**config.mk**
```make
export PLATFORM = sky130hd
export DESIGN_NAME = phy_parm_loader
export DESIGN_NICKNAME = d
export VERILOG_FILES = /design/src/rtl/parm_ld_pkg.sv /design/src/rtl/link_edge_det.sv /design/src/rtl/mw_reader.sv /design/src/rtl/parm_regs.sv /design/src/rtl/phy_parm_loader.sv
export SDC_FILE = /design/constraint.sdc
export NUM_CORES = 1
export LEC_CHECK = 0
export ABC_CLOCK_PERIOD_IN_PS = 2100
export BUFFER_PORTS_ARGS = -buffer_cell sky130_fd_sc_hd__clkbuf_2
export CORE_MARGIN = 1
export CORE_UTILIZATION = 40
export CTS_BUF_LIST = sky130_fd_sc_hd__clkbuf_4 sky130_fd_sc_hd__clkbuf_8 sky130_fd_sc_hd__clkbuf_16
export DETAILED_ROUTE_END_ITERATION = 16
export HOLD_SLACK_MARGIN = 0.06
export PLACE_DENSITY = 0.68
export SKIP_LAST_GASP = 1
export SLEW_MARGIN = 20
export SYNTH_ARGS = -nofsm -noshare
export SYNTH_HDL_FRONTEND = slang
export SYNTH_SLANG_ARGS = --single-unit
```
**constraint.sdc**
```tcl
create_clock -name clk -period 2.1 [get_ports clk]
set_input_delay 0.315 -clock clk [delete_from_list [all_inputs] [get_ports clk]]
set_output_delay 0.315 -clock clk [all_outputs]
set_load 0.1 [all_outputs]
```
**src/rtl/parm_ld_pkg.sv**
```systemverilog
package parm_ld_pkg;
  typedef enum logic [1:0] {
    SEL_PHY1  = 2'd0,
    SEL_PHY2  = 2'd1,
    SEL_TWIST = 2'd2,
    SEL_NONE  = 2'd3
  } parm_sel_e;

  typedef enum logic [1:0] {
    SEQ_IDLE  = 2'd0,
    SEQ_WORD1 = 2'd1,
    SEQ_WORD2 = 2'd2
  } seq_state_e;

  typedef enum logic [1:0] {
    MW_IDLE  = 2'd0,
    MW_SHIFT = 2'd1,
    MW_GAP   = 2'd2
  } mw_state_e;

  localparam int  NUM_REGS = 3;
  localparam logic       MW_START = 1'b1;
  localparam logic [1:0] MW_OP_RD = 2'b10;
  localparam logic [1:0] EEM_UNLOCK = 2'b11;
endpackage

```
**src/rtl/link_edge_det.sv**
```systemverilog
module link_edge_det (
  input  logic clk,
  input  logic rst,
  input  logic link_ok_in,
  input  logic speed_100,
  input  logic enable,
  input  logic ack,
  output logic req
);
  logic [1:0] sync_q;
  logic       prev_q;
  logic       pend_q;
  logic       rise;

  assign rise = sync_q[1] & ~prev_q & speed_100 & enable;

  always_ff @(posedge clk) begin
    if (rst) begin
      sync_q <= '0;
      prev_q <= 1'b0;
      pend_q <= 1'b0;
    end else begin
      sync_q <= {sync_q[0], link_ok_in};
      prev_q <= sync_q[1];
      pend_q <= (pend_q & ~ack) | rise;
    end
  end

  assign req = pend_q;

  AST_REQ_ONLY_100M: assert property (@(posedge clk) disable iff (rst)
    $rose(req) |-> $past(speed_100) && $past(enable));
endmodule

```
**src/rtl/mw_reader.sv**
```systemverilog
module mw_reader import parm_ld_pkg::*; #(
  parameter int CLK_DIV = 4,
  parameter int ADDR_W  = 6,
  parameter int DATA_W  = 16
) (
  input  logic              clk,
  input  logic              rst,
  input  logic              start,
  input  logic [ADDR_W-1:0] addr,
  input  logic              ee_do,
  output logic              ee_cs,
  output logic              ee_sk,
  output logic              ee_di,
  output logic              done,
  output logic [DATA_W-1:0] rdata
);
  localparam int CMD_W   = 3 + ADDR_W;
  localparam int FRAME_N = CMD_W + DATA_W;
  localparam int DIV_W   = $clog2(CLK_DIV + 1);
  localparam int BIT_W   = $clog2(FRAME_N + 1);
  localparam int GAP_MIN = 2 * CLK_DIV;
  localparam int GCNT_W  = $clog2(GAP_MIN + 1);

  mw_state_e         st_q;
  logic [DIV_W-1:0]  div_q;
  logic [BIT_W-1:0]  bit_q;
  logic [CMD_W-1:0]  cmd_q;
  logic [DATA_W-1:0] shf_q;
  logic              cs_q, sk_q, di_q, done_q;
  logic [DATA_W-1:0] rdata_q;
  logic              tick;

  assign tick = (div_q == DIV_W'(CLK_DIV - 1));

  always_ff @(posedge clk) begin
    if (rst) begin
      st_q    <= MW_IDLE;
      div_q   <= '0;
      bit_q   <= '0;
      cmd_q   <= '0;
      shf_q   <= '0;
      cs_q    <= 1'b0;
      sk_q    <= 1'b0;
      di_q    <= 1'b0;
      done_q  <= 1'b0;
      rdata_q <= '0;
    end else begin
      done_q <= 1'b0;
      div_q  <= tick ? '0 : div_q + 1'b1;
      case (st_q)
        MW_IDLE: begin
          div_q <= '0;
          if (start) begin
            st_q  <= MW_SHIFT;
            cs_q  <= 1'b1;
            sk_q  <= 1'b0;
            bit_q <= '0;
            di_q  <= MW_START;
            cmd_q <= {MW_OP_RD, addr, 1'b0};
          end
        end
        MW_SHIFT: begin
          if (tick) begin
            if (!sk_q) begin
              sk_q <= 1'b1;
            end else begin
              sk_q <= 1'b0;
              if (bit_q >= BIT_W'(CMD_W)) shf_q <= {shf_q[DATA_W-2:0], ee_do};
              if (bit_q == BIT_W'(FRAME_N - 1)) begin
                rdata_q <= {shf_q[DATA_W-2:0], ee_do};
                st_q    <= MW_GAP;
                cs_q    <= 1'b0;
                di_q    <= 1'b0;
                bit_q   <= '0;
              end else begin
                bit_q <= bit_q + 1'b1;
                di_q  <= cmd_q[CMD_W-1];
                cmd_q <= {cmd_q[CMD_W-2:0], 1'b0};
              end
            end
          end
        end
        default: begin
          if (tick) begin
            if (bit_q == BIT_W'(1)) begin
              st_q   <= MW_IDLE;
              done_q <= 1'b1;
            end else begin
              bit_q <= bit_q + 1'b1;
            end
          end
        end
      endcase
    end
  end

  assign ee_cs = cs_q;
  assign ee_sk = sk_q;
  assign ee_di = di_q;
  assign done  = done_q;
  assign rdata = rdata_q;

  // checker counter: clocks with chip select low
  logic [GCNT_W-1:0] low_cnt;
  always_ff @(posedge clk) begin
    if (rst)        low_cnt <= GCNT_W'(GAP_MIN);
    else if (cs_q)  low_cnt <= '0;
    else if (low_cnt < GCNT_W'(GAP_MIN)) low_cnt <= low_cnt + 1'b1;
  end

  AST_CS_GAP: assert property (@(posedge clk) disable iff (rst)
    $rose(ee_cs) |-> $past(low_cnt) >= GCNT_W'(GAP_MIN));
  AST_SK_PARKED: assert property (@(posedge clk) disable iff (rst)
    !ee_cs |-> !ee_sk);
endmodule

```
**src/rtl/parm_regs.sv**
```systemverilog
module parm_regs import parm_ld_pkg::*; #(
  parameter int          DATA_W     = 16,
  parameter logic [15:0] PHY1_INIT  = 16'h0000,
  parameter logic [15:0] PHY2_INIT  = 16'h0000,
  parameter logic [15:0] TWIST_INIT = 16'h0000
) (
  input  logic              clk,
  input  logic              rst,
  input  logic              parm_auto,
  input  logic [1:0]        eem_mode,
  input  logic              sw_we,
  input  logic [1:0]        sw_sel,
  input  logic [DATA_W-1:0] sw_data,
  input  logic              ld_we,
  input  logic              ld_sel,
  input  logic [DATA_W-1:0] ld_data,
  output logic [DATA_W-1:0] phy1_parm,
  output logic [DATA_W-1:0] phy2_parm,
  output logic [DATA_W-1:0] twist_parm
);
  localparam logic [DATA_W-1:0] INIT_V [NUM_REGS] =
    '{DATA_W'(PHY1_INIT), DATA_W'(PHY2_INIT), DATA_W'(TWIST_INIT)};

  logic              sw_ok;
  logic [DATA_W-1:0] regs_q [NUM_REGS];

  assign sw_ok = sw_we & ~parm_auto & (eem_mode == EEM_UNLOCK);

  for (genvar g = 0; g < NUM_REGS; g++) begin : g_reg
    logic ld_hit, sw_hit;
    if (g < 2) begin : g_ld
      assign ld_hit = ld_we & (ld_sel == g[0]);
    end else begin : g_nold
      assign ld_hit = 1'b0;
    end
    assign sw_hit = sw_ok & (sw_sel == 2'(g));
    always_ff @(posedge clk) begin
      if (rst)         regs_q[g] <= INIT_V[g];
      else if (ld_hit) regs_q[g] <= ld_data;
      else if (sw_hit) regs_q[g] <= sw_data;
    end
  end

  assign phy1_parm  = regs_q[0];
  assign phy2_parm  = regs_q[1];
  assign twist_parm = regs_q[2];

  AST_SW_LOCKED: assert property (@(posedge clk) disable iff (rst)
    (parm_auto && !ld_we) |=> $stable(phy1_parm) && $stable(phy2_parm) && $stable(twist_parm));
  AST_SW_WRITE: assert property (@(posedge clk) disable iff (rst)
    (!parm_auto && eem_mode == EEM_UNLOCK && sw_we && sw_sel == SEL_TWIST) |=> twist_parm == $past(sw_data));
  AST_EEM_GATE: assert property (@(posedge clk) disable iff (rst)
    (!parm_auto && eem_mode != EEM_UNLOCK && !ld_we) |=> $stable(twist_parm) && $stable(phy1_parm));
endmodule

```
**src/rtl/phy_parm_loader.sv**
```systemverilog
module phy_parm_loader import parm_ld_pkg::*; #(
  parameter int          CLK_DIV    = 4,
  parameter int          ADDR_W     = 6,
  parameter int          DATA_W     = 16,
  parameter logic [5:0]  PHY1_ADDR  = 6'h07,
  parameter logic [5:0]  PHY2_ADDR  = 6'h08,
  parameter logic [15:0] PHY1_INIT  = 16'h1111,
  parameter logic [15:0] PHY2_INIT  = 16'h2222,
  parameter logic [15:0] TWIST_INIT = 16'h3333
) (
  input  logic              clk,
  input  logic              rst,
  input  logic              link_ok_in,
  input  logic              speed_100,
  input  logic              parm_auto,
  input  logic [1:0]        eem_mode,
  input  logic              sw_we,
  input  logic [1:0]        sw_sel,
  input  logic [DATA_W-1:0] sw_data,
  input  logic              ee_do,
  output logic              ee_cs,
  output logic              ee_sk,
  output logic              ee_di,
  output logic [DATA_W-1:0] phy1_parm,
  output logic [DATA_W-1:0] phy2_parm,
  output logic [DATA_W-1:0] twist_parm,
  output logic              load_busy
);
  seq_state_e        st_q;
  logic              req, ack, rd_start, rd_done;
  logic [ADDR_W-1:0] rd_addr;
  logic [DATA_W-1:0] rd_data;
  logic              ld_we, ld_sel;

  link_edge_det u_edge (
    .clk(clk), .rst(rst), .link_ok_in(link_ok_in), .speed_100(speed_100),
    .enable(parm_auto), .ack(ack), .req(req)
  );

  always_comb begin
    ack      = 1'b0;
    rd_start = 1'b0;
    rd_addr  = ADDR_W'(PHY1_ADDR);
    ld_we    = 1'b0;
    ld_sel   = 1'b0;
    case (st_q)
      SEQ_IDLE: begin
        ack      = req;
        rd_start = req;
      end
      SEQ_WORD1: begin
        ld_we    = rd_done;
        rd_start = rd_done;
        rd_addr  = ADDR_W'(PHY2_ADDR);
      end
      SEQ_WORD2: begin
        ld_we  = rd_done;
        ld_sel = 1'b1;
      end
      default: ;
    endcase
  end

  always_ff @(posedge clk) begin
    if (rst) st_q <= SEQ_IDLE;
    else begin
      case (st_q)
        SEQ_IDLE:  if (req)     st_q <= SEQ_WORD1;
        SEQ_WORD1: if (rd_done) st_q <= SEQ_WORD2;
        SEQ_WORD2: if (rd_done) st_q <= SEQ_IDLE;
        default:                st_q <= SEQ_IDLE;
      endcase
    end
  end

  assign load_busy = (st_q != SEQ_IDLE);

  mw_reader #(.CLK_DIV(CLK_DIV), .ADDR_W(ADDR_W), .DATA_W(DATA_W)) u_mw (
    .clk(clk), .rst(rst), .start(rd_start), .addr(rd_addr), .ee_do(ee_do),
    .ee_cs(ee_cs), .ee_sk(ee_sk), .ee_di(ee_di), .done(rd_done), .rdata(rd_data)
  );

  parm_regs #(.DATA_W(DATA_W), .PHY1_INIT(PHY1_INIT), .PHY2_INIT(PHY2_INIT),
              .TWIST_INIT(TWIST_INIT)) u_regs (
    .clk(clk), .rst(rst), .parm_auto(parm_auto), .eem_mode(eem_mode),
    .sw_we(sw_we), .sw_sel(sw_sel), .sw_data(sw_data),
    .ld_we(ld_we), .ld_sel(ld_sel), .ld_data(rd_data),
    .phy1_parm(phy1_parm), .phy2_parm(phy2_parm), .twist_parm(twist_parm)
  );

  AST_CS_IN_LOAD: assert property (@(posedge clk) disable iff (rst)
    ee_cs |-> load_busy);
  AST_BUSY_END: assert property (@(posedge clk) disable iff (rst)
    (st_q == SEQ_WORD2 && rd_done) |=> !load_busy && phy2_parm == $past(rd_data));
  AST_TWIST_KEPT: assert property (@(posedge clk) disable iff (rst)
    (load_busy && !sw_we) |=> $stable(twist_parm));
endmodule

```
==> results of run 1 <==
## cell usage after synthesis (6+ instances only)
cell type  instances  area share, %
nor2b_1            7           0.98
and2_1            12            1.7
inv_1             12            1.0
nand2_1           45            3.8
o22a_1             8            1.6
nor3_1             6           0.67
a22o_1            24            4.7
nor2_1            30            2.5
edfxtp_1          48             32
nand2b_1          16            2.2
a21oi_1           25            2.8
ha_1              11            3.1
clkbuf_1          10           0.84
dfxtp_1           59             26
mux2i_1           17            3.8
## critical path: stages, from the launching register on
cell       delay (ns)
dfxtp_1          0.33
ha_1             0.21
ha_1             0.24
and4b_2          0.29
o2bb2ai_1        0.21
and4b_2          0.28
a221o_1          0.26
## final cells by class
cell class / count / share of cell area [%]
Sequential cell: 107 / 50.0
Multi-Input combinational cell: 257 / 32.6
Timing Repair Buffer: 92 / 9.69
Tap cell: 140 / 3.34
Clock buffer: 9 / 2.36
Clock inverter: 7 / 1.12
Inverter: 12 / 0.859
## cells in the final DEF, fill, tap and decap left out, types with 13 or more instances in the layout
master / count
a22o_1: 24
nand2_1: 45
dfxtp_1: 58
clkbuf_2: 78
nor2_1: 30
edfxtp_1: 48
buf_4: 13
nand2b_1: 16
mux2i_1: 17
a21oi_1: 25
## state kept, by name, indices dropped and copies added, names as in the netlist
name	count
u_mw.ee_di	1
u_edge.prev_q	1
u_mw.done	1
u_mw.ee_sk	1
u_mw.shf_q	15
u_mw.cmd_q	8
u_regs.regs_q	48
u_mw.ee_cs	1
st_q	2
u_mw.rdata	16
u_mw.div_q	3
u_edge.sync_q	2
u_edge.req	1
u_mw.bit_q	5
u_mw.st_q	2
## path summary, 6_finish.rpt
| check | start | slack (ns) | end |
|---|---|---|---|
| setup / recovery | u_mw.div_q[0]$_SDFF_PP0_ | 0.17 | u_mw.bit_q[2]$_SDFFE_PP0P_ |
| setup reg to reg | u_mw.div_q[0]$_SDFF_PP0_ | 0.17 | u_mw.bit_q[2]$_SDFFE_PP0P_ |
| hold reg to reg | u_mw.div_q[0]$_SDFF_PP0_ | 0.43 | u_mw.div_q[0]$_SDFF_PP0_ |
| hold / removal | link_ok_in | 0.15 | u_edge.sync_q[0]$_SDFF_PP0_ |
## cells by family after synthesis
family                     count (synthesis)  share of synthesized area, %
muxes                                     18                          4.05
buffers and inverters                     31                          3.44
and+or+nand+nor                          136                          15.6
AOI/OAI and AO/OA                         92                          15.2
DFF                                      107                          58.6
adders and majority gates                 11                          3.08
## routing by layer
layer / routed length [um] / vias up / share of wire, %
li1: - / 1608 / -
met2: 4100 / 106 / 46
met4: 161 / 0 / 1.8
met5: 0 / - / 0
met1: 4200 / 1499 / 47
met3: 466 / 13 / 5.2
## power breakdown
part	internal (mW)	total (mW)	switching (mW)	leakage, nW
clock network	0.451	1.19	0.736	0.0887
registers	2.22	2.24	0.0166	0.929
logic	0.0727	0.534	0.461	1.05
## through the flow
step	power, mW	cell area (um^2)
global route	4.09	5240
CTS	3.98	5230
detailed placement	2.82	5050
floorplan	2.72	4480
global placement	2.82	5050
finish	3.96	5240
## timing repair
action	4_1_cts	5_1_grt
endpoints found under the setup margin	0	2
hold buffers	0	0
setup buffers	0	0
resized for setup	0	2
hold endpoints to repair	0	0
==> results by group, run 1 <==
Critical path
  – CP max FO: 5
  – Worst Setup Start Kind: flop
  – Critical path class: reg -> reg
  – CP arrival: 2.19 ns
  – R2R cell count: 6
  – Worst EP required: 2.36 ns
  – Crit end category: flop

Detailed routing
  – Post-Route WL: 8920 um
  – Vias/cell: 5.17
  – Post-DRT Antenna Nets: 0
  – 1st-iter DRT viols: 139
  – Wire per inst: 14.3 um
  – DRC violation count after routing: 0
  – Via count: 3,226
  – DRT Pass-1 Iters: 4

STA
  – Final setup margin: 0.169 ns
  – Final setup violating endpoints: 0
  – Fmax: 518 MHz
  – Final min period: 1.93 ns
  – Final Max Tran Viols: 0
  – Final Hold Vio Count: 0
  – Crit share post-route: 92.0%
  – Slew headroom: 62.1%
  – Hold WS: 0.146 ns
  – Least-Margin Pin Slew: 0.568 ns
  – Setup TNS: 0 ns
  – Clk_skew: 0.0145 ns

Run
  – Maxcap violations: 0

Global routing
  – First-pass GRT wire length: 14,100 um
  – M2 GR Usage: 25.5%
  – Most Crowded Layer GR: met2
  – Met1 usage: 20.4%
  – Largest net degree at the start of global routing: 32
  – Global Route met3 Usage: 3.03%
  – Vias in the first global route: 2,958
  – GR Util All Layers: 15.8%
  – Grt total ovfl: 0
  – Initial antenna violation count: 0

Floorplan
  – Starting Density: 41.1%
  – Core Footprint: 10,900 um^2
  – Horiz. Die Dim: 108 um
  – Io pins: 79
  – Die H: 108 um
  – Die area: 11,600 um^2
  – # rows: 38

Power and ir drop
  – Maximum VDD drop: 0.000403 V
  – Leak pwr: 2.07 nW
  – Pwr dens: 755 nW/um^2

Placement
  – Buffers on Ports: 78
  – Placed insts: 608
  – Setup WS pre-CTS: 0.170 ns
  – HPWL after DPL: 6460 um
  – Placer congestion estimate: 0.828

Synthesis
  – Cells after synthesis: 395
  – Post-Syn Nets: 433
  – Post-synth EDFFs: 48
  – Most used DFF post-synth: dfxtp_1
  – Sequential share of the synthesized area: 58.6%
  – Mapped cell area: 4480 um^2
  – Async S/R FF share, synth: 0%
  – Ys Warns: 0
  – #FFs+latches synth: 107
  – Synth unique cells: 50
  – Syn_area_per_cell: 11.3 um^2

Cells and area
  – Nets: 517
  – Fillers: 1,003
  – Multi-input gate area: 1710 um^2
  – Final Core Density: 48.1%
  – Area delta synth->final: 17.1%
  – Reg area: 2620 um^2
  – Share of post-route cells with drive strength above 1: 24.6%
  – Ant. Diodes: 0
  – Non-Filler Instances: 624

Clocking
  – Clk slew on worst S/H paths: 0.11 ns
  – H-tree Lvls: 3
  – Clk_lat worst skew: 0.37 ns
  – Max clock buf depth: 2
  – CTS Buf Count: 9
  – CTS tree: built
  – Clock Sinks: 107
  – Clock root cell: clkbuf_8

Min path
  – Hold Path Class: in -> reg
  – Worst hold path cell count: 2

Outcome
  – Outcome: complete, no violations
Power figures use the tool's default switching activity.
==> inputs of run 2 (changes only) <==
==> constraint.sdc (replaced) <==
create_clock -name clk -period 2.1 [get_ports clk]
set_input_delay 0.315 -clock clk [delete_from_list [all_inputs] [get_ports clk]]
set_output_delay 0.315 -clock clk [all_outputs]
set_load 0.01 [all_outputs]
==> results by group, run 2 (synthesis gave the netlist of run 1 again) <==
Outcome
  – Outcome: complete, no violations (unchanged)

Clocking
  – Clock root cell: clkbuf_8 (unchanged)
  – Post_cts resized: 0 (unchanged)
  – Setup bufs post-CTS: 0 (unchanged)
  – Clk slew on worst S/H paths: 0.10 ns (was 0.11 ns)
  – Clk_lat worst skew: 0.35 ns (was 0.37 ns)
  – Clock Sinks: 107 (unchanged)
  – H-tree Lvls: 3 (unchanged)
  – CTS tree: built (unchanged)
  – Hold Buf Count CTS: 0 (unchanged)
  – Max clock buf depth: 2 (unchanged)
  – CTS Buf Count: 9 (unchanged)

Detailed routing
  – Wire per inst: 14.4 um (was 14.3 um)
  – DRC violation count after routing: 0 (unchanged)
  – 1st-iter DRT viols: 143 (was 139)
  – Post-DRT Antenna Nets: 0 (unchanged)
  – Post-Route WL: 8960 um (was 8920 um)
  – DRT Pass-1 Iters: 4 (unchanged)
  – Via count: 3,200 (was 3,226)
  – Vias/cell: 5.13 (was 5.17)

Cells and area
  – Multi-input gate area: 1700 um^2 (was 1710 um^2)
  – Commonest non-fill, non-tap cell in the layout: clkbuf_2 (unchanged)
  – Top reg by flops: u_regs.regs_q (unchanged)
  – Share of post-route cells with drive strength above 1: 23.8% (was 24.6%)
  – Fillers: 1,002 (was 1,003)
  – Ant. Diodes: 0 (unchanged)
  – Non-Filler Instances: 624 (unchanged)
  – Nets: 517 (unchanged)
  – Most frequent cells in the layout: clkbuf_2 (78), dfxtp_1 (59), edfxtp_1 (48) (was clkbuf_2 (78), dfxtp_1 (58), edfxtp_1 (48))
  – Area delta synth->final: 16.7% (was 17.1%)
  – Max FFs per register: 48 (unchanged)
  – Reg area: 2620 um^2 (about the same)

STA
  – Fmax: 515 MHz (was 518 MHz)
  – Hold WS: 0.169 ns (was 0.146 ns)
  – Final Max Tran Viols: 0 (unchanged)
  – Setup TNS: 0 ns (unchanged)
  – Least-Margin Pin Slew: 0.596 ns (was 0.568 ns)
  – Unrepaired setup endpoints after global routing: false
  – Final Hold Vio Count: 0 (unchanged)
  – Final setup violating endpoints: 0 (unchanged)
  – Final min period: 1.94 ns (was 1.93 ns)
  – Clk_skew: 0.0144 ns (was 0.0145 ns)
  – Slew headroom: 60.2% (was 62.1%)
  – Crit share post-route: 92.4% (was 92.0%)

Floorplan
  – Core Footprint: 10,900 um^2 (unchanged)
  – Die area: 11,600 um^2 (unchanged)
  – Io pins: 79 (unchanged)
  – # rows: 38 (unchanged)
  – Die H: 108 um (unchanged)
  – Starting Density: 41.1% (unchanged)
  – Horiz. Die Dim: 108 um (unchanged)

Power and ir drop
  – Sw Ratio: 23.3% (was 30.6%)
  – Final Power: 3.56 mW (was 3.96 mW)
  – Internal power: 2.73 mW (was 2.75 mW)
  – Pwr dens: 682 nW/um^2 (was 755 nW/um^2)
  – Leak pwr: 2.06 nW (was 2.07 nW)
  – Maximum VDD drop: 0.000390 V (was 0.000403 V)
  – Psw: 0.828 mW (was 1.21 mW)
  – Part of the power in registers: 62.9% (was 56.5%)
  – Part of the power in combinational logic: 5.3% (was 13.5%)
  – Clock Power Share: 31.8% (was 30.0%)

Critical path
  – Slowest cell on crit path: a221o_1 (was dfxtp_1)
  – Worst EP required: 2.35 ns (was 2.36 ns)
  – CP max FO: 5 (unchanged)
  – CP max stage delay: 0.36 ns (was 0.33 ns)
  – Cells along the critical path: ha_1 > ha_1 > and4b_1 > o2bb2ai_1 > nor3_2 > a221o_1 (was ha_1 > ha_1 > and4b_2 > o2bb2ai_1 > and4b_2 > a221o_1)
  – Most used cell, CP: ha_1
  – CP arrival: 2.19 ns (about the same)
  – Critical path class: reg -> reg (unchanged)
  – Bufs and invs on worst path: 0 (unchanged)
  – Worst Setup Start Kind: flop (unchanged)
  – CP delay by family, top: compound AO/OA/AOI/OAI gates (was simple AND/OR/NAND/NOR gates)
  – Crit end category: flop (unchanged)

Global routing
  – Grt total ovfl: 0 (unchanged)
  – First-pass GRT wire length: 14,300 um (was 14,100 um)
  – Largest net degree at the start of global routing: 32 (unchanged)
  – GR Util All Layers: 15.8% (about the same)
  – Initial antenna violation count: 0 (unchanged)
  – Vias in the first global route: 2,930 (was 2,958)

Run
  – Maxcap violations: 0 (unchanged)

Placement
  – Buffers on Ports: 78 (unchanged)
  – HPWL after DPL: 6450 um (was 6460 um)
  – Placer congestion estimate: 0.817 (was 0.828)
  – Placed insts: 608 (unchanged)

Min path
  – Hold Path Class: in -> reg (unchanged)
## run 2: cell count changes in the layout (fill, tap and decap cells not counted)
cell,before,now
and4b_2,2,1
o32ai_1,3,4
dfxtp_1,58,59
o32ai_2,1,0
clkinv_1,0,1
dfxtp_2,1,0
inv_6,3,2
inv_8,1,0
and4b_1,1,2
clkinv_4,1,2
## run 2: final timing paths
kind	start	endpoint	slack [ns]	cells past startpoint
min	link_ok_in	u_edge.sync_q[0]$_SDFF_PP0_	0.17	2
min reg2reg	u_mw.div_q[0]$_SDFF_PP0_	u_mw.div_q[0]$_SDFF_PP0_	0.43	1
max reg2reg	u_mw.div_q[0]$_SDFF_PP0_	u_mw.bit_q[2]$_SDFFE_PP0P_	0.16	6
max	u_mw.div_q[0]$_SDFF_PP0_	u_mw.bit_q[2]$_SDFFE_PP0P_	0.16	6
## run 2: power by group through the flow
| stage | clock network [mW] | registers (mW) | logic (mW) |
|---|---|---|---|
| after floorplan | 0 | 2.31 | 0.0551 |
| after global placement | 0 | 2.29 | 0.189 |
| after detailed placement | 0 | 2.29 | 0.192 |
| after CTS | 1.18 | 2.24 | 0.192 |
| after global routing | 1.26 | 2.24 | 0.209 |
| final | 1.13 | 2.24 | 0.189 |
## run 2: final cells by class
| cell class | instances | share of cell area, % |
|---|---|---|
| Multi-Input combinational cell | 257 | 32.5 |
| Timing Repair Buffer | 92 | 9.72 |
| Inverter | 12 | 0.862 |
| Sequential cell | 107 | 50.2 |
| Tap cell | 140 | 3.35 |
| Clock inverter | 7 | 0.982 |
| Clock buffer | 9 | 2.37 |
## run 2: through the flow
stage	area (um^2)	setup slack, ns	util [%]
floorplan	4480	0.278	-
finish	5230	0.159	48.0
CTS	5230	0.174	48.0
global route	5230	0.00867	48.0
global placement	5050	0.255	46.4
detailed placement	5050	0.189	46.4
## run 2: routing by layer
metal	track usage, %	wire (um)	vias to the layer above
met2	25.2	4210	97
met4	6.07	61	0
li1	-	-	1601
met1	21.3	4250	1498
met3	2.91	430	4
met5	0	0	-
